### config.mk
export PLATFORM = sky130hd
export DESIGN_NAME = irq_aggregator
export DESIGN_NICKNAME = d
export VERILOG_FILES = /design/src/rtl/irq_pkg.sv /design/src/rtl/irq_sync_edge.sv /design/src/rtl/irq_gp_timer.sv /design/src/rtl/irq_ready_gen.sv /design/src/rtl/irq_aggregator.sv
export SDC_FILE = /design/constraint.sdc
export NUM_CORES = 1
export LEC_CHECK = 0
export CAP_MARGIN = 20
export CORE_AREA = 2 2 109 111
export DETAILED_ROUTE_END_ITERATION = 12
export DIE_AREA = 0 0 111 113
export DONT_BUFFER_PORTS = 1
export PLACE_DENSITY = 0.56
export SYNTH_ARGS = -nofsm -noshare
export SYNTH_HDL_FRONTEND = slang
export SYNTH_HIERARCHICAL = 1
export SYNTH_SLANG_ARGS = --single-unit
### constraint.sdc
create_clock -name clk -period 5.5 [get_ports clk]
set_input_delay 0.825 -clock clk [delete_from_list [all_inputs] [get_ports clk]]
set_output_delay 0.825 -clock clk [all_outputs]
set_load 0.005 [all_outputs]
### src/rtl/irq_pkg.sv
package irq_pkg;
    localparam int DW     = 16;
    localparam int AW     = 4;
    localparam int NSRC   = 6;
    localparam int NGPIO  = 6;
    localparam int NPHYEV = 8;
    localparam int TW     = 16;

    localparam int S_PHY1  = 0;
    localparam int S_PHY2  = 1;
    localparam int S_GPIO  = 2;
    localparam int S_TMR   = 3;
    localparam int S_SOFT  = 4;
    localparam int S_READY = 5;

    localparam int GEN_LSB = 8;

    typedef enum logic [AW-1:0] {
        A_TSTAT  = 4'd0,
        A_TEN    = 4'd1,
        A_CFG    = 4'd2,
        A_GPIO   = 4'd3,
        A_PMASK1 = 4'd4,
        A_PMASK2 = 4'd5,
        A_TCFG   = 4'd6,
        A_TPRE   = 4'd7,
        A_TCNT   = 4'd8
    } reg_addr_e;

    typedef struct packed {
        logic inv;
        logic master;
    } cfg_t;

    function automatic logic w1c_bit(input logic cur, input logic clr, input logic set);
        return (cur & ~clr) | set;
    endfunction
endpackage

### src/rtl/irq_sync_edge.sv
module irq_sync_edge #(
    parameter int N = 6
) (
    input  logic         clk,
    input  logic         rst,
    input  logic [N-1:0] pin_i,
    output logic [N-1:0] rise_o
);
    for (genvar i = 0; i < N; i++) begin : g_pin
        logic s1, s2, s3;
        always_ff @(posedge clk) begin
            if (rst) begin
                s1 <= 1'b0;
                s2 <= 1'b0;
                s3 <= 1'b0;
            end else begin
                s1 <= pin_i[i];
                s2 <= s1;
                s3 <= s2;
            end
        end
        assign rise_o[i] = s2 & ~s3;

        // a detected edge lasts one cycle only
        a_r4_single_pulse: assert property (@(posedge clk) disable iff (rst)
            rise_o[i] |=> !rise_o[i]);
    end
endmodule

### src/rtl/irq_gp_timer.sv
module irq_gp_timer #(
    parameter int W = 16
) (
    input  logic         clk,
    input  logic         rst,
    input  logic         en_i,
    input  logic         ld_i,
    input  logic [W-1:0] ld_val_i,
    input  logic [W-1:0] pre_i,
    output logic [W-1:0] cnt_o,
    output logic         wrap_o
);
    logic [W-1:0] cnt_q;

    always_ff @(posedge clk) begin
        if (rst)
            cnt_q <= '1;
        else if (ld_i)
            cnt_q <= ld_val_i;
        else if (en_i)
            cnt_q <= (cnt_q == '0) ? pre_i : cnt_q - 1'b1;
    end

    assign cnt_o  = cnt_q;
    assign wrap_o = en_i & ~ld_i & (cnt_q == '0);

    a_r7_reload: assert property (@(posedge clk) disable iff (rst)
        (en_i && !ld_i && cnt_q == '0) |=> cnt_q == $past(pre_i));
    a_r7_hold: assert property (@(posedge clk) disable iff (rst)
        (!en_i && !ld_i) |=> $stable(cnt_q));
endmodule

### src/rtl/irq_ready_gen.sv
module irq_ready_gen #(
    parameter int DELAY = 4
) (
    input  logic clk,
    input  logic rst,
    output logic pulse_o
);
    localparam int CW = $clog2(DELAY + 1);
    logic [CW-1:0] cnt_q;

    always_ff @(posedge clk) begin
        if (rst)
            cnt_q <= '0;
        else if (cnt_q != CW'(DELAY))
            cnt_q <= cnt_q + 1'b1;
    end

    assign pulse_o = (cnt_q == CW'(DELAY - 1));

    a_r9_once: assert property (@(posedge clk) disable iff (rst)
        pulse_o |=> !pulse_o);
endmodule

### src/rtl/irq_aggregator.sv
module irq_aggregator
    import irq_pkg::*;
#(
    parameter int READY_DELAY = 4
) (
    input  logic              clk,
    input  logic              rst,
    input  logic              reg_wr,
    input  logic [AW-1:0]     reg_addr,
    input  logic [DW-1:0]     reg_wdata,
    output logic [DW-1:0]     reg_rdata,
    input  logic [NGPIO-1:0]  gpio_i,
    input  logic [NPHYEV-1:0] phy1_ev_i,
    input  logic [NPHYEV-1:0] phy2_ev_i,
    output logic              irq_o
);
    logic [NSRC-1:0]   st_q, top_st, src_set, src_clr, top_en_q;
    cfg_t              cfg_q;
    logic [NGPIO-1:0]  gst_q, gen_q, gpio_rise, gclr;
    logic [NPHYEV-1:0] mask1_q, mask2_q;
    logic              ten_q, tmr_wrap, rdy_pulse;
    logic [TW-1:0]     pre_q, tcnt;

    logic wr_tstat, wr_ten, wr_cfg, wr_gpio, wr_m1, wr_m2, wr_tcfg, wr_tpre;
    assign wr_tstat = reg_wr && reg_addr == A_TSTAT;
    assign wr_ten   = reg_wr && reg_addr == A_TEN;
    assign wr_cfg   = reg_wr && reg_addr == A_CFG;
    assign wr_gpio  = reg_wr && reg_addr == A_GPIO;
    assign wr_m1    = reg_wr && reg_addr == A_PMASK1;
    assign wr_m2    = reg_wr && reg_addr == A_PMASK2;
    assign wr_tcfg  = reg_wr && reg_addr == A_TCFG;
    assign wr_tpre  = reg_wr && reg_addr == A_TPRE;

    irq_sync_edge #(.N(NGPIO)) u_sync (
        .clk(clk), .rst(rst), .pin_i(gpio_i), .rise_o(gpio_rise));

    irq_gp_timer #(.W(TW)) u_tmr (
        .clk(clk), .rst(rst), .en_i(ten_q), .ld_i(wr_tpre),
        .ld_val_i(reg_wdata[TW-1:0]), .pre_i(pre_q),
        .cnt_o(tcnt), .wrap_o(tmr_wrap));

    irq_ready_gen #(.DELAY(READY_DELAY)) u_rdy (
        .clk(clk), .rst(rst), .pulse_o(rdy_pulse));

    // event sources for latched top-level bits
    always_comb begin
        src_set          = '0;
        src_set[S_PHY1]  = |(phy1_ev_i & mask1_q);
        src_set[S_PHY2]  = |(phy2_ev_i & mask2_q);
        src_set[S_TMR]   = tmr_wrap;
        src_set[S_SOFT]  = wr_ten & reg_wdata[S_SOFT];
        src_set[S_READY] = rdy_pulse;
        src_clr          = wr_tstat ? reg_wdata[NSRC-1:0] : '0;
        gclr             = wr_gpio ? reg_wdata[NGPIO-1:0] : '0;
    end

    always_ff @(posedge clk) begin
        if (rst) begin
            st_q     <= '0;
            gst_q    <= '0;
            top_en_q <= '0;
            cfg_q    <= '0;
            gen_q    <= '0;
            mask1_q  <= '0;
            mask2_q  <= '0;
            ten_q    <= 1'b0;
            pre_q    <= '1;
        end else begin
            for (int i = 0; i < NSRC; i++)
                st_q[i] <= (i == S_GPIO) ? 1'b0 : w1c_bit(st_q[i], src_clr[i], src_set[i]);
            for (int i = 0; i < NGPIO; i++)
                gst_q[i] <= w1c_bit(gst_q[i], gclr[i], gpio_rise[i]);
            if (wr_ten)  top_en_q <= reg_wdata[NSRC-1:0];
            if (wr_cfg)  cfg_q    <= cfg_t'(reg_wdata[1:0]);
            if (wr_gpio) gen_q    <= reg_wdata[GEN_LSB +: NGPIO];
            if (wr_m1)   mask1_q  <= reg_wdata[NPHYEV-1:0];
            if (wr_m2)   mask2_q  <= reg_wdata[NPHYEV-1:0];
            if (wr_tcfg) ten_q    <= reg_wdata[0];
            if (wr_tpre) pre_q    <= reg_wdata[TW-1:0];
        end
    end

    always_comb begin
        top_st         = st_q;
        top_st[S_GPIO] = |(gst_q & gen_q);
    end

    assign irq_o = (cfg_q.master & |(top_st & top_en_q)) ^ cfg_q.inv;

    always_comb begin
        reg_rdata = '0;
        case (reg_addr)
            A_TSTAT:  reg_rdata[NSRC-1:0]   = top_st;
            A_TEN:    reg_rdata[NSRC-1:0]   = top_en_q;
            A_CFG:    reg_rdata[1:0]        = cfg_q;
            A_GPIO: begin
                reg_rdata[NGPIO-1:0]         = gst_q;
                reg_rdata[GEN_LSB +: NGPIO]  = gen_q;
            end
            A_PMASK1: reg_rdata[NPHYEV-1:0] = mask1_q;
            A_PMASK2: reg_rdata[NPHYEV-1:0] = mask2_q;
            A_TCFG:   reg_rdata[0]          = ten_q;
            A_TPRE:   reg_rdata[TW-1:0]     = pre_q;
            A_TCNT:   reg_rdata[TW-1:0]     = tcnt;
            default:  reg_rdata             = '0;
        endcase
    end

    a_r2_master_off: assert property (@(posedge clk) disable iff (rst)
        !cfg_q.master |-> irq_o == cfg_q.inv);
    a_r3_no_clear_without_write: assert property (@(posedge clk) disable iff (rst)
        !wr_tstat |=> ((st_q & $past(st_q)) == $past(st_q)));
    a_r3_set_wins: assert property (@(posedge clk) disable iff (rst)
        (src_set[S_PHY1] && src_clr[S_PHY1]) |=> st_q[S_PHY1]);
    a_r4_rise_sets: assert property (@(posedge clk) disable iff (rst)
        (gpio_rise != '0) |=> ((gst_q & $past(gpio_rise)) == $past(gpio_rise)));
    a_r8_soft_raise: assert property (@(posedge clk) disable iff (rst)
        src_set[S_SOFT] |=> top_st[S_SOFT]);
endmodule

[After elaboration in Yosys (flattened, before gate mapping)]
Index checks and enable logic that the tools add are counted.
Operators by class
  add/sub/neg operators: 2
  equality and inequality tests: 10
  multiplexer cells: 11
  bitwise gates (word level): 55
  reduce and logical (&&, ||, !) cells: 15
Operator list (count)
  2-to-1 mux 16 bit: 3
  one-hot mux 4 bit (7 select lines): 1
  bitwise AND 1 bit: 21
  inverter 1 bit: 18
  one-hot mux 6 bit (3 select lines): 1
  bitwise AND 8 bit: 2
  == test 4 x 3 -> 1 bit, second input constant: 4
  logical NOT 16 bit: 1
  OR reduction 8 bit: 2
  subtractor 16 x 1 -> 16 bit, second input constant: 1
  bitwise AND 6 bit: 2
  2-to-1 mux 6 bit: 2
  OR reduction 6 bit: 2
  OR 1 bit: 11
  one-hot mux 1 bit (9 select lines): 1
  == test 4 x 2 -> 1 bit, second input constant: 2
  logical AND 1 bit: 8
  one-hot mux 1 bit (8 select lines): 1
  one-hot mux 2 bit (4 select lines): 1
  == test 4 x 1 -> 1 bit, second input constant: 1
  == test 4 bit, second input constant: 1
  logical NOT 4 bit: 1
  one-hot mux 2 bit (2 select lines): 1
  adder 3 x 1 -> 3 bit, second input constant: 1
  4 further kinds: 4
Word-level totals
  register bits: 95
  output and inout bits: 17
  logic and storage cells: 123

[Depth between registers and ports, before layout]
Gate-level depths: netlist of run 1.
  word-level depth: 6
  gate-level depth with buffers: 11

[Cells and area by module]
The synthesis of run 1 kept the hierarchy.
Modules (own cells, without submodules)
  irq_aggregator: instances 1, cells an instance 352, area each 2937.8 um^2, seq. area each 1161.1 um^2
  irq_gp_timer: instances 1, cells an instance 157, area each 1249.9 um^2, seq. area each 320.3 um^2
  irq_sync_edge: instances 1, cells an instance 43, area each 526.8 um^2, seq. area each 360.3 um^2
  irq_ready_gen: instances 1, cells an instance 17, area each 158.9 um^2, seq. area each 60.1 um^2

[Worst setup path before layout of run 1]
OpenSTA, ideal clock, no wires.
  path type: input to output
  start: in reg_addr[3]
  end: out reg_rdata[1]
  arrival time: 1.803 ns
  slack: 2.872 ns
  stages on the path: 5
  cells stage by stage: buf_2 and4bb_1 buf_2 a22o_1 a2111o_1
Between the ends
  word-level cells in the longest chain between the ends: 2
  elaborated cells on any way between the ends: 9
  those cells by class: 7 x eq/ne; 1 x mux; 1 x reduce/logical
RTL lines
  start, declared: line irq_aggregator.sv:9  | input logic [AW-1:0] reg_addr,
  == test 4 bit (tied with other cells): line irq_aggregator.sv:92  | case (reg_addr)
  one-hot mux 1 bit (8 select lines) *: line irq_aggregator.sv:92
  end, declared: line irq_aggregator.sv:11  | output logic [DW-1:0] reg_rdata,
Mark *: on every way between the ends. The rest lies on a longest branch, timed or not.

[Final worst setup path of run 1]
Same ends and word-level chain as after synthesis.

==> qor.txt, run 1 <==
cts repair resizes - 0
clock sinks - 95
final worst slack - 2490 ps
drt via density - 6.06
met3 GRT Util - 4.28%
WL final - 13500 um
register area share after synthesis - 39.0%
Syn Nets - 619
switching power - 0.365 mW
gr busiest metal - met2
Worst Hold Launch - u_sync/g_pin[4].s1
TritonCTS buffer count - 9
final slew viol count - 0
startpoint types - input port
final net count - 587
final antenna-violating net count - 0
Die W - 111 um
Die Area - 12500 sq um
maximum vdd ir drop - 0.000231 V
ys async rst share - 0%
syn_area_per_cell - 8.56 sq um
Syn. warnings - 6
Fill cells - 1109
WL/cell - 19.8 um
Worst Setup End Kind - primary output
GRT met2 Usage - 34.7%
DR vias - 4149
Final Hold Viols - 0
static leakage - 1.96 nW
HP Class - flip-flop to flip-flop
Synth top area share - 39.0%
Mapped Cells - 569
Core Region - 11300 sq um
CP Cell Sequence - nor4b_2, a22o_1, a2111o_1
hold path cells - 1
status - finished, final reports clean
Worst path slowest cell - nor4b_2
Clock Latency Late Sink - 360 ps
max-cap violation count - 0
ant diodes - 0
Post-CTS Setup Inserts - 0
Crit Path Max Fanout - 19
initial antenna violation count - 0
Detailed Place HPWL - 9370 um
setup violators final - 0
CP arrival - 2190 ps
first-pass GRT wire length - 21500 um
Slew HR - 27.4%
I/O pin cnt - 62
Cell Rows - 39
Hold Crit Endpoint - u_sync/g_pin[4].s2
Die Y - 113 um
vias in the first global route - 3866
clock skew - 11.7 ps
drt pass-1 iters - 6
GRT Total Usage - 21.8%
internal power - 1.08 mW
Placer Congestion - 0.877
CTS Hold Buffers Added - 0
clk root buf - clkbuf_16
Sw Ratio - 25.2%
RSZ-0062 raised after global routing - no
CTS Buffer Depth - 2
largest net degree at the start of global routing - 97
Reg clk slew, reported paths - 70 ps
Power Dens Cells - 283 nW/um^2
Initial Util - 43.2%
Final TNS setup - 0 ps
reg2reg end - u_tmr/cnt_o[1]
Setup CP Type - input port to primary output
Seq cells post-synth - 95
dominant synthesized flop cell - dfxtp_1
port buffer count - 0
Synth area leaders - dfxtp_1 39%, mux2i_1 6.2%, nand2_1 5.1%, a21oi_1 4.0%, nor2_1 2.9%
Area Overhead vs Synth - 4.93%
Worst Tran Pin Value - 1090 ps
Final Util - 45.4%
worst reg2reg startpoint - u_tmr/cnt_o[0]
Post-synth EDFFs - 0
max incr delay on CP - 920 ps
FF-to-FF path depth - 6
GRT overflow - 0
DRC viols - 0
number of distinct library cells after synthesis - 74
Peak Freq - 0.332 GHz
CTS tree - built
Clock Power Share - 41.8%
logic gate share of total power - 7.0%
share of cells above drive strength 1 - 7.01%
H-tree levels - 3
DR iter-0 viols - 256
DP Worst Slack - 2180 ps
Worst EP required - 4680 ps
met1 Usage GRT - 28.6%
flop-to-flop setup slack - 3110 ps
crit share post-route - 54.8%
Critical Path Start - reg_addr[3]
Syn Std Cell Area - 4870 sq um
Sequential Power Share - 51.2%
cell taking the most area after synthesis - dfxtp_1
min Tclk post-route - 3010 ps
==> sequential cells by signal (all words and copies together), names as in the netlist, 5 cells and up <==
register and flops:
st_q 5, mask2_q 8, mask1_q 8, u_sync/g_pin.s2 6
gst_q 6, u_sync/g_pin.s3 6, u_tmr/cnt_o 16, pre_q 16
u_sync/g_pin.s1 6, top_en_q 6, gen_q 6
==> cell families after synthesis <==
logic type	Yosys count	synth area share [%]
mux	31	6.39
buf+inv	60	6.03
flops	95	39.0
fa+ha+maj	5	1.28
xor+xnor	6	1.08
compound gates	140	19.6
simple gates	232	26.6
==> power groups by stage <==
| stage | Clock (mW) | Combinational (mW) | Sequential [mW] |
|---|---|---|---|
| final | 0.605 | 0.101 | 0.740 |
| after global routing | 0.646 | 0.117 | 0.743 |
| after CTS | 0.621 | 0.102 | 0.740 |
| after detailed placement | 0 | 0.101 | 0.756 |
| after global placement | 0 | 0.0981 | 0.755 |
| after floorplan | 0 | 0.107 | 0.745 |
==> how the worst max path moves through the flow <==
stage	to	slack, ps	cells after the start
2_1_floorplan	reg_rdata[1]	2870	5
3_3_place_gp	reg_rdata[3]	2220	4
3_5_place_dp	reg_rdata[3]	2180	4
4_1_cts	reg_rdata[3]	2180	4
5_1_grt	reg_rdata[1]	2400	3
6_report	reg_rdata[1]	2490	3
==> layer usage <==
metal  vias to the layer above  wire length [um]
met1                      2010              6170
met4                         0               363
li1                       1996                 -
met2                       120              6310
met5                         -                 0
met3                        23               691
==> critical path: cells and delay by family <==
| kind | cells | cell delay, ps |
|---|---|---|
| compound gates | 2 | 440 |
| simple gates | 1 | 920 |
==> synth_stat cells (3+ instances only) <==
cell type,instances
a211oi_1,10
a21oi_1,39
a221oi_1,5
a222oi_1,8
a22o_1,8
a22oi_1,6
a31oi_1,7
and2b_1,7
buf_1,3
buf_2,14
buf_4,7
buf_6,3
clkbuf_1,17
dfxtp_1,95
ha_1,5
inv_1,15
mux2i_1,30
nand2_1,66
nand2b_1,5
nand3_1,15
nand3b_1,18
nand4_1,6
nor2_1,38
nor2b_1,21
nor3_1,14
nor3b_1,9
nor4_1,5
o21ai_0,17
o21ai_1,9
o31a_1,4
o31ai_1,4
o32ai_1,3
xnor2_1,5
==> through the flow <==
step                      power [mW]  std cells  hold WS, ps  area, sq um
after floorplan                0.852        569          411         4870
after global placement         0.853        668          413         4820
after detailed placement       0.857        668          422         4820
after CTS                       1.46        684          440         5100
after global routing            1.51        685          462         5110
final                           1.45        685          437         5110
==> cell usage in the layout (no fill, tap or decap), drive strengths merged, types with 3 or more instances in the layout <==
cell,count
nand3b,19
o21ai,26
o31a,5
nand3,16
o31ai,5
nor3b,11
a221oi,5
nand2b,5
or4,5
dfxtp,95
xnor2,5
clkbuf,10
a21oi,40
and2b,7
or2,3
a22o,8
a222oi,8
o32ai,3
inv,20
nor2,39
mux2i,30
a211oi,10
nand2,67
nor4,6
nand4,6
a22oi,6
ha,5
a31oi,7
nor2b,21
nor3,15
==> area by class of cell <==
| type | count | area [sq um] | area share [%] |
|---|---|---|---|
| multi-input cells | 414 | 2680 | 52.4 |
| repair buffers | 1 | 11.3 | 0.220 |
| inverters | 16 | 62.6 | 1.22 |
| clock buffers | 10 | 229 | 4.48 |
| well taps | 143 | 179 | 3.50 |
| clock inverters | 6 | 52.6 | 1.03 |
| flip-flops and latches | 95 | 1900 | 37.2 |
No activity file was read; power rests on OpenSTA's default activity.
==> inputs of run 2 (changes only) <==
==> constraint.sdc (replaced) <==
create_clock -name clk -period 2.92 [get_ports clk]
set_input_delay 0.438 -clock clk [delete_from_list [all_inputs] [get_ports clk]]
set_output_delay 0.438 -clock clk [all_outputs]
set_load 0.005 [all_outputs]
==> run 2 against run 1 <==
Critical path depth grew 3. Design area rose by 0.88%. Routed wire length grew 1.5%. Clock power is 87% higher. Sequential power is 88% higher. Register-to-register slack got worse by 2500 ps. Largest cell class unchanged.
==> qor.txt, run 2 (synthesis results as in run 1) <==
status - finished, final reports clean
Initial Util - 43.2% (unchanged)
WL final - 13700 um (+1.5%)
CTS Buffer Depth - 2 (unchanged)
I/O pin cnt - 62 (unchanged)
Die W - 111 um (unchanged)
Clock Latency Late Sink - 350 ps (about the same)
crit share post-route - 79.9%
clock sinks - 95 (unchanged)
DR vias - 4202 (+1.3%)
CTS tree - built
port buffer count - 0 (unchanged)
GRT Total Usage - 22.2% (+0.42 points)
drt pass-1 iters - 9 (+3)
Worst EP required - 3180 ps (-1500 ps)
Power Dens Cells - 528 nW/um^2 (+86%)
H-tree levels - 3 (unchanged)
DR iter-0 viols - 417 (+63%)
setup violators final - 0 (unchanged)
Final TNS setup - 0 ps (unchanged)
HP Class - input port to flip-flop
static leakage - 1.99 nW (+1.5%)
Placer Congestion - 0.857 (-2.2%)
Layout Cells excl Fill - 691 (+0.88%)
Peak Freq - 0.428 GHz
share of cells above drive strength 1 - 8.03% (+1.0 points)
Detailed Place HPWL - 9460 um (+0.97%)
Final Hold Viols - 0 (unchanged)
Core Region - 11300 sq um (unchanged)
cts repair resizes - 0 (unchanged)
final antenna-violating net count - 0 (unchanged)
startpoint types - flip-flop
GRT overflow - 0 (unchanged)
Crit Path Max Fanout - 17 (-2)
max-cap violation count - 0 (unchanged)
first-pass GRT wire length - 22000 um (+2.2%)
most frequent cells in the layout - 95 x dfxtp_1, 66 x nand2_1, 39 x a21oi_1
initial antenna violation count - 0 (unchanged)
Setup CP Type - flip-flop to flip-flop
Worst Setup End Kind - flip-flop
WL/cell - 19.9 um (+0.63%)
Post-CTS Setup Inserts - 0 (unchanged)
Cell Rows - 39 (unchanged)
ant diodes - 0 (unchanged)
Final Total Pwr - 2.72 mW (+88%)
Area Overhead vs Synth - 5.85%
CTS Hold Buffers Added - 0 (unchanged)
clk root buf - clkbuf_16
maximum vdd ir drop - 0.000453 V (+96%)
clock skew - 5.42 ps (-6.24 ps)
commonest non-fill, non-tap cell in the layout - dfxtp_1
RSZ-0062 raised after global routing - no
Reg clk slew, reported paths - 70 ps (about the same)
Placed Instances - 675 (+1.0%)
TritonCTS buffer count - 9 (unchanged)
Die Y - 113 um (unchanged)
final net count - 593 (+1.0%)
Worst Tran Pin Value - 896 ps (-190 ps)
DRC viols - 0 (unchanged)
design area - 5160 sq um (+0.88%)
Die Area - 12500 sq um (unchanged)
CP arrival - 2600 ps (+410 ps)
final slew viol count - 0 (unchanged)
drt via density - 6.08 (+0.40%)
min Tclk post-route - 2330 ps
largest net degree at the start of global routing - 97 (unchanged)
Slew HR - 40.0% (+13 points)
dpl cell area - 4870 sq um (+1.1%)
vias in the first global route - 3926 (+1.6%)
[run 2: cell count changes in the layout (fill, tap and decap cells not counted), sizes merged]
cell / before / now
inv: 20 / 17
buf: 1 / 7
clkinvlp: 1 / 2
clkbuf: 10 / 12
[run 2: final timing paths]
check | start | to | slack, ps | cells after the start
max reg2reg | u_tmr/cnt_o[0] | u_tmr/cnt_o[1] | 590 | 6
min reg2reg | u_sync/g_pin[4].s1 | u_sync/g_pin[4].s2 | 430 | 1
min | rst | gen_q[0] | 170 | 1
max | u_tmr/cnt_o[0] | u_tmr/cnt_o[1] | 590 | 6
[run 2: critical path: stages, from the launching register on]
cell and delay, ps:
dfxtp_1 360, inv_1 120, ha_1 160, or4b_1 540, or4_4 660, and2_4 220
o31ai_2 200
[run 2: final cells by class]
class                   instances  area (sq um)
clock buffers                  12           256
clock inverters                 4          28.8
fillers                      1113          6110
inverters                      16          62.6
multi-input cells             414          2680
flip-flops and latches         95          1900
well taps                     143           179
repair buffers                  7          52.6
[run 2: routing by layer]
layer / up-vias / global-route usage [%] / wire length (um)
met5: - / 0 / 0
met4: 0 / 8.67 / 304
met3: 23 / 4.50 / 766
met2: 130 / 35.5 / 6490
met1: 2046 / 29.7 / 6180
li1: 2003 / - / -
[run 2: where the power goes]
part | total, mW | switching [mW] | leakage [nW] | internal [mW]
Clock | 1.13 | 0.505 | 0.135 | 0.626
Combinational | 0.198 | 0.0976 | 1.08 | 0.101
Sequential | 1.39 | 0.0473 | 0.773 | 1.34
[run 2: stage by stage]
stage          hold WS (ps)  setup slack [ps]  utilization, %
2_1_floorplan           411               692               -
3_3_place_gp            419               688            43.2
3_5_place_dp            424               620            43.2
4_1_cts                 148               593            45.8
5_1_grt                 149               488            45.8
6_report                172               586            45.8
==> inputs of run 3 (changes only) <==
==> constraint.sdc (replaced) <==
create_clock -name clk -period 2.4 [get_ports clk]
set_input_delay 0.36 -clock clk [delete_from_list [all_inputs] [get_ports clk]]
set_output_delay 0.36 -clock clk [all_outputs]
set_load 0.005 [all_outputs]
==> run 3 against run 2 <==
Non-clock buffer count rose by 8. Worst hold slack got worse by 46 ps. Fmax rose by 5.1%. Sequential cell count did not move. Design area rose by 2.1%. Clock power rose by 45%. Final cell count rose by 1.0%. Critical path depth did not move. Global-route usage barely moved. Sequential share of layout area fell by 0.77 points. First-iteration DRC count rose by 5.8%. Critical endpoint unchanged.
==> qor.txt, run 3 (synthesis results as in run 1) <==
Final Total Pwr - 3.58 mW (+31%)
CP delay by family, top - simple AND/OR/NAND/NOR gates
setup violators final - 0 (unchanged)
Initial Util - 43.2% (unchanged)
clk root buf - clkbuf_16
Slew HR - 61.7% (+22 points)
ant diodes - 0 (unchanged)
Final Hold Viols - 0 (unchanged)
Peak Freq - 0.450 GHz (+5.1%)
TritonCTS buffer count - 9 (unchanged)
maximum vdd ir drop - 0.000406 V (-11%)
port buffer count - 0 (unchanged)
Post-CTS Setup Inserts - 0 (unchanged)
static leakage - 2.05 nW (+2.9%)
final hold slack - 125 ps (-46.5 ps)
final antenna-violating net count - 0 (unchanged)
Seq. cell area - 1900 sq um (unchanged)
Reg clk slew, reported paths - 70 ps (about the same)
first-pass GRT wire length - 22300 um (+1.3%)
commonest non-fill, non-tap cell in the layout - dfxtp_1
CTS Hold Buffers Added - 0 (unchanged)
cts repair resizes - 0 (unchanged)
I/O pin cnt - 62 (unchanged)
drt pass-1 iters - 6 (-3)
final slew viol count - 0 (unchanged)
multi-input combinational cell area - 2680 sq um (unchanged)
Clock Latency Late Sink - 350 ps (about the same)
CP arrival - 2480 ps (-120 ps)
Power Dens Cells - 679 nW/um^2 (+29%)
Core Region - 11300 sq um (unchanged)
RSZ-0062 raised after global routing - no
GRT Total Usage - 22.3% (+0.049 points)
drt via density - 5.98 (-1.6%)
Worst path slowest cell - or4_4
vias in the first global route - 4035 (+2.8%)
startpoint types - flip-flop
crit share post-route - 92.5% (+13 points)
largest net degree at the start of global routing - 97 (unchanged)
DR iter-0 viols - 441 (+5.8%)
initial antenna violation count - 0 (unchanged)
GRT overflow - 0 (unchanged)
share of cells above drive strength 1 - 9.37% (+1.3 points)
Final Util - 46.7% (+0.98 points)
final net count - 601 (+1.3%)
DRC viols - 0 (unchanged)
CP Buf/Inv Count - 1 (unchanged)
clock sinks - 95 (unchanged)
met3 GRT Util - 4.87% (+0.37 points)
CTS tree - built
Cell Rows - 39 (unchanged)
DR vias - 4177 (-0.59%)
clock skew - 10.8 ps (+5.33 ps)
Final TNS setup - 0 ps (unchanged)
Worst Setup End Kind - flip-flop
WL final - 13700 um (-0.55%)
most frequent cells in the layout - 95 x dfxtp_1, 66 x nand2_1, 39 x a21oi_1
met1 Usage GRT - 29.9% (+0.19 points)
Placer Congestion - 0.891 (+3.9%)
WL/cell - 19.6 um (-1.5%)
Die W - 111 um (unchanged)
Die Y - 113 um (unchanged)
Setup CP Type - flip-flop to flip-flop
Detailed Place HPWL - 9510 um (+0.50%)
Worst Tran Pin Value - 575 ps (-321 ps)
Area Overhead vs Synth - 8.11%
CP Cell Sequence - inv_1, ha_1, or4b_1, or4_4, and2_4, o31ai_2
min Tclk post-route - 2220 ps (-114 ps)
CTS Buffer Depth - 2 (unchanged)
Layout Cells excl Fill - 698 (+1.0%)
HP Class - input port to flip-flop
Fill cells - 1086 (-2.4%)
H-tree levels - 3 (unchanged)
Worst EP required - 2660 ps (-520 ps)
GRT met2 Usage - 35.3% (-0.20 points)
Placed Instances - 683 (+1.2%)
max-cap violation count - 0 (unchanged)
gr busiest metal - met2
Crit Path Max Fanout - 17 (unchanged)
status - finished, final reports clean
Die Area - 12500 sq um (unchanged)
max incr delay on CP - 640 ps (-20 ps)
## run 3: cell types whose count changed in the layout (fill, tap and decap cells not counted)
| cell | delta |
|---|---|
| clkbuf_8 | -2 |
| buf_4 | +8 |
| bufinv_16 | +3 |
| clkbuf_1 | -1 |
| inv_6 | -1 |
## run 3: report_power, final
group,internal [mW],switching [mW]
clock,1.01,0.626
combinational,0.126,0.123
sequential,1.64,0.0542
## run 3: metrics by stage
step	area, sq um	setup slack, ps
6_report	5270	180
5_1_grt	5270	64.1
4_1_cts	5270	180
3_5_place_dp	4930	192
3_3_place_gp	4930	275
2_1_floorplan	4870	234
## run 3: cell type report
type | count | area share, %
multi-input combinational | 414 | 50.8
sequential | 95 | 36.1
clock buffer | 9 | 4.27
tap | 143 | 3.40
timing repair buffer | 15 | 2.14
clock inverter | 6 | 2.09
inverter | 16 | 1.19
## run 3: per-layer routing
layer,routed length [um],vias up
li1,-,2021
met1,6150,2014
met2,6430,118
met3,761,24
met4,321,0
met5,0,-
## run 3: worst register-to-register path: cells and delay by family (launching register included)
| kind | cells | cell delay, ps |
|---|---|---|
| and+or+nand+nor | 3 | 1320 |
| adders and majority gates | 1 | 160 |
| buffers and inverters | 1 | 110 |
| DFF | 1 | 350 |
| AOI/OAI and AO/OA | 1 | 200 |
## run 3: final timing paths
path,cells after the start,slack (ps),to,start
setup / recovery,6,180,u_tmr/cnt_o[1],u_tmr/cnt_o[0]
hold / removal,1,130,pre_q[12],rst
hold reg to reg,1,440,u_sync/g_pin[5].s2,u_sync/g_pin[5].s1
setup reg to reg,6,180,u_tmr/cnt_o[1],u_tmr/cnt_o[0]
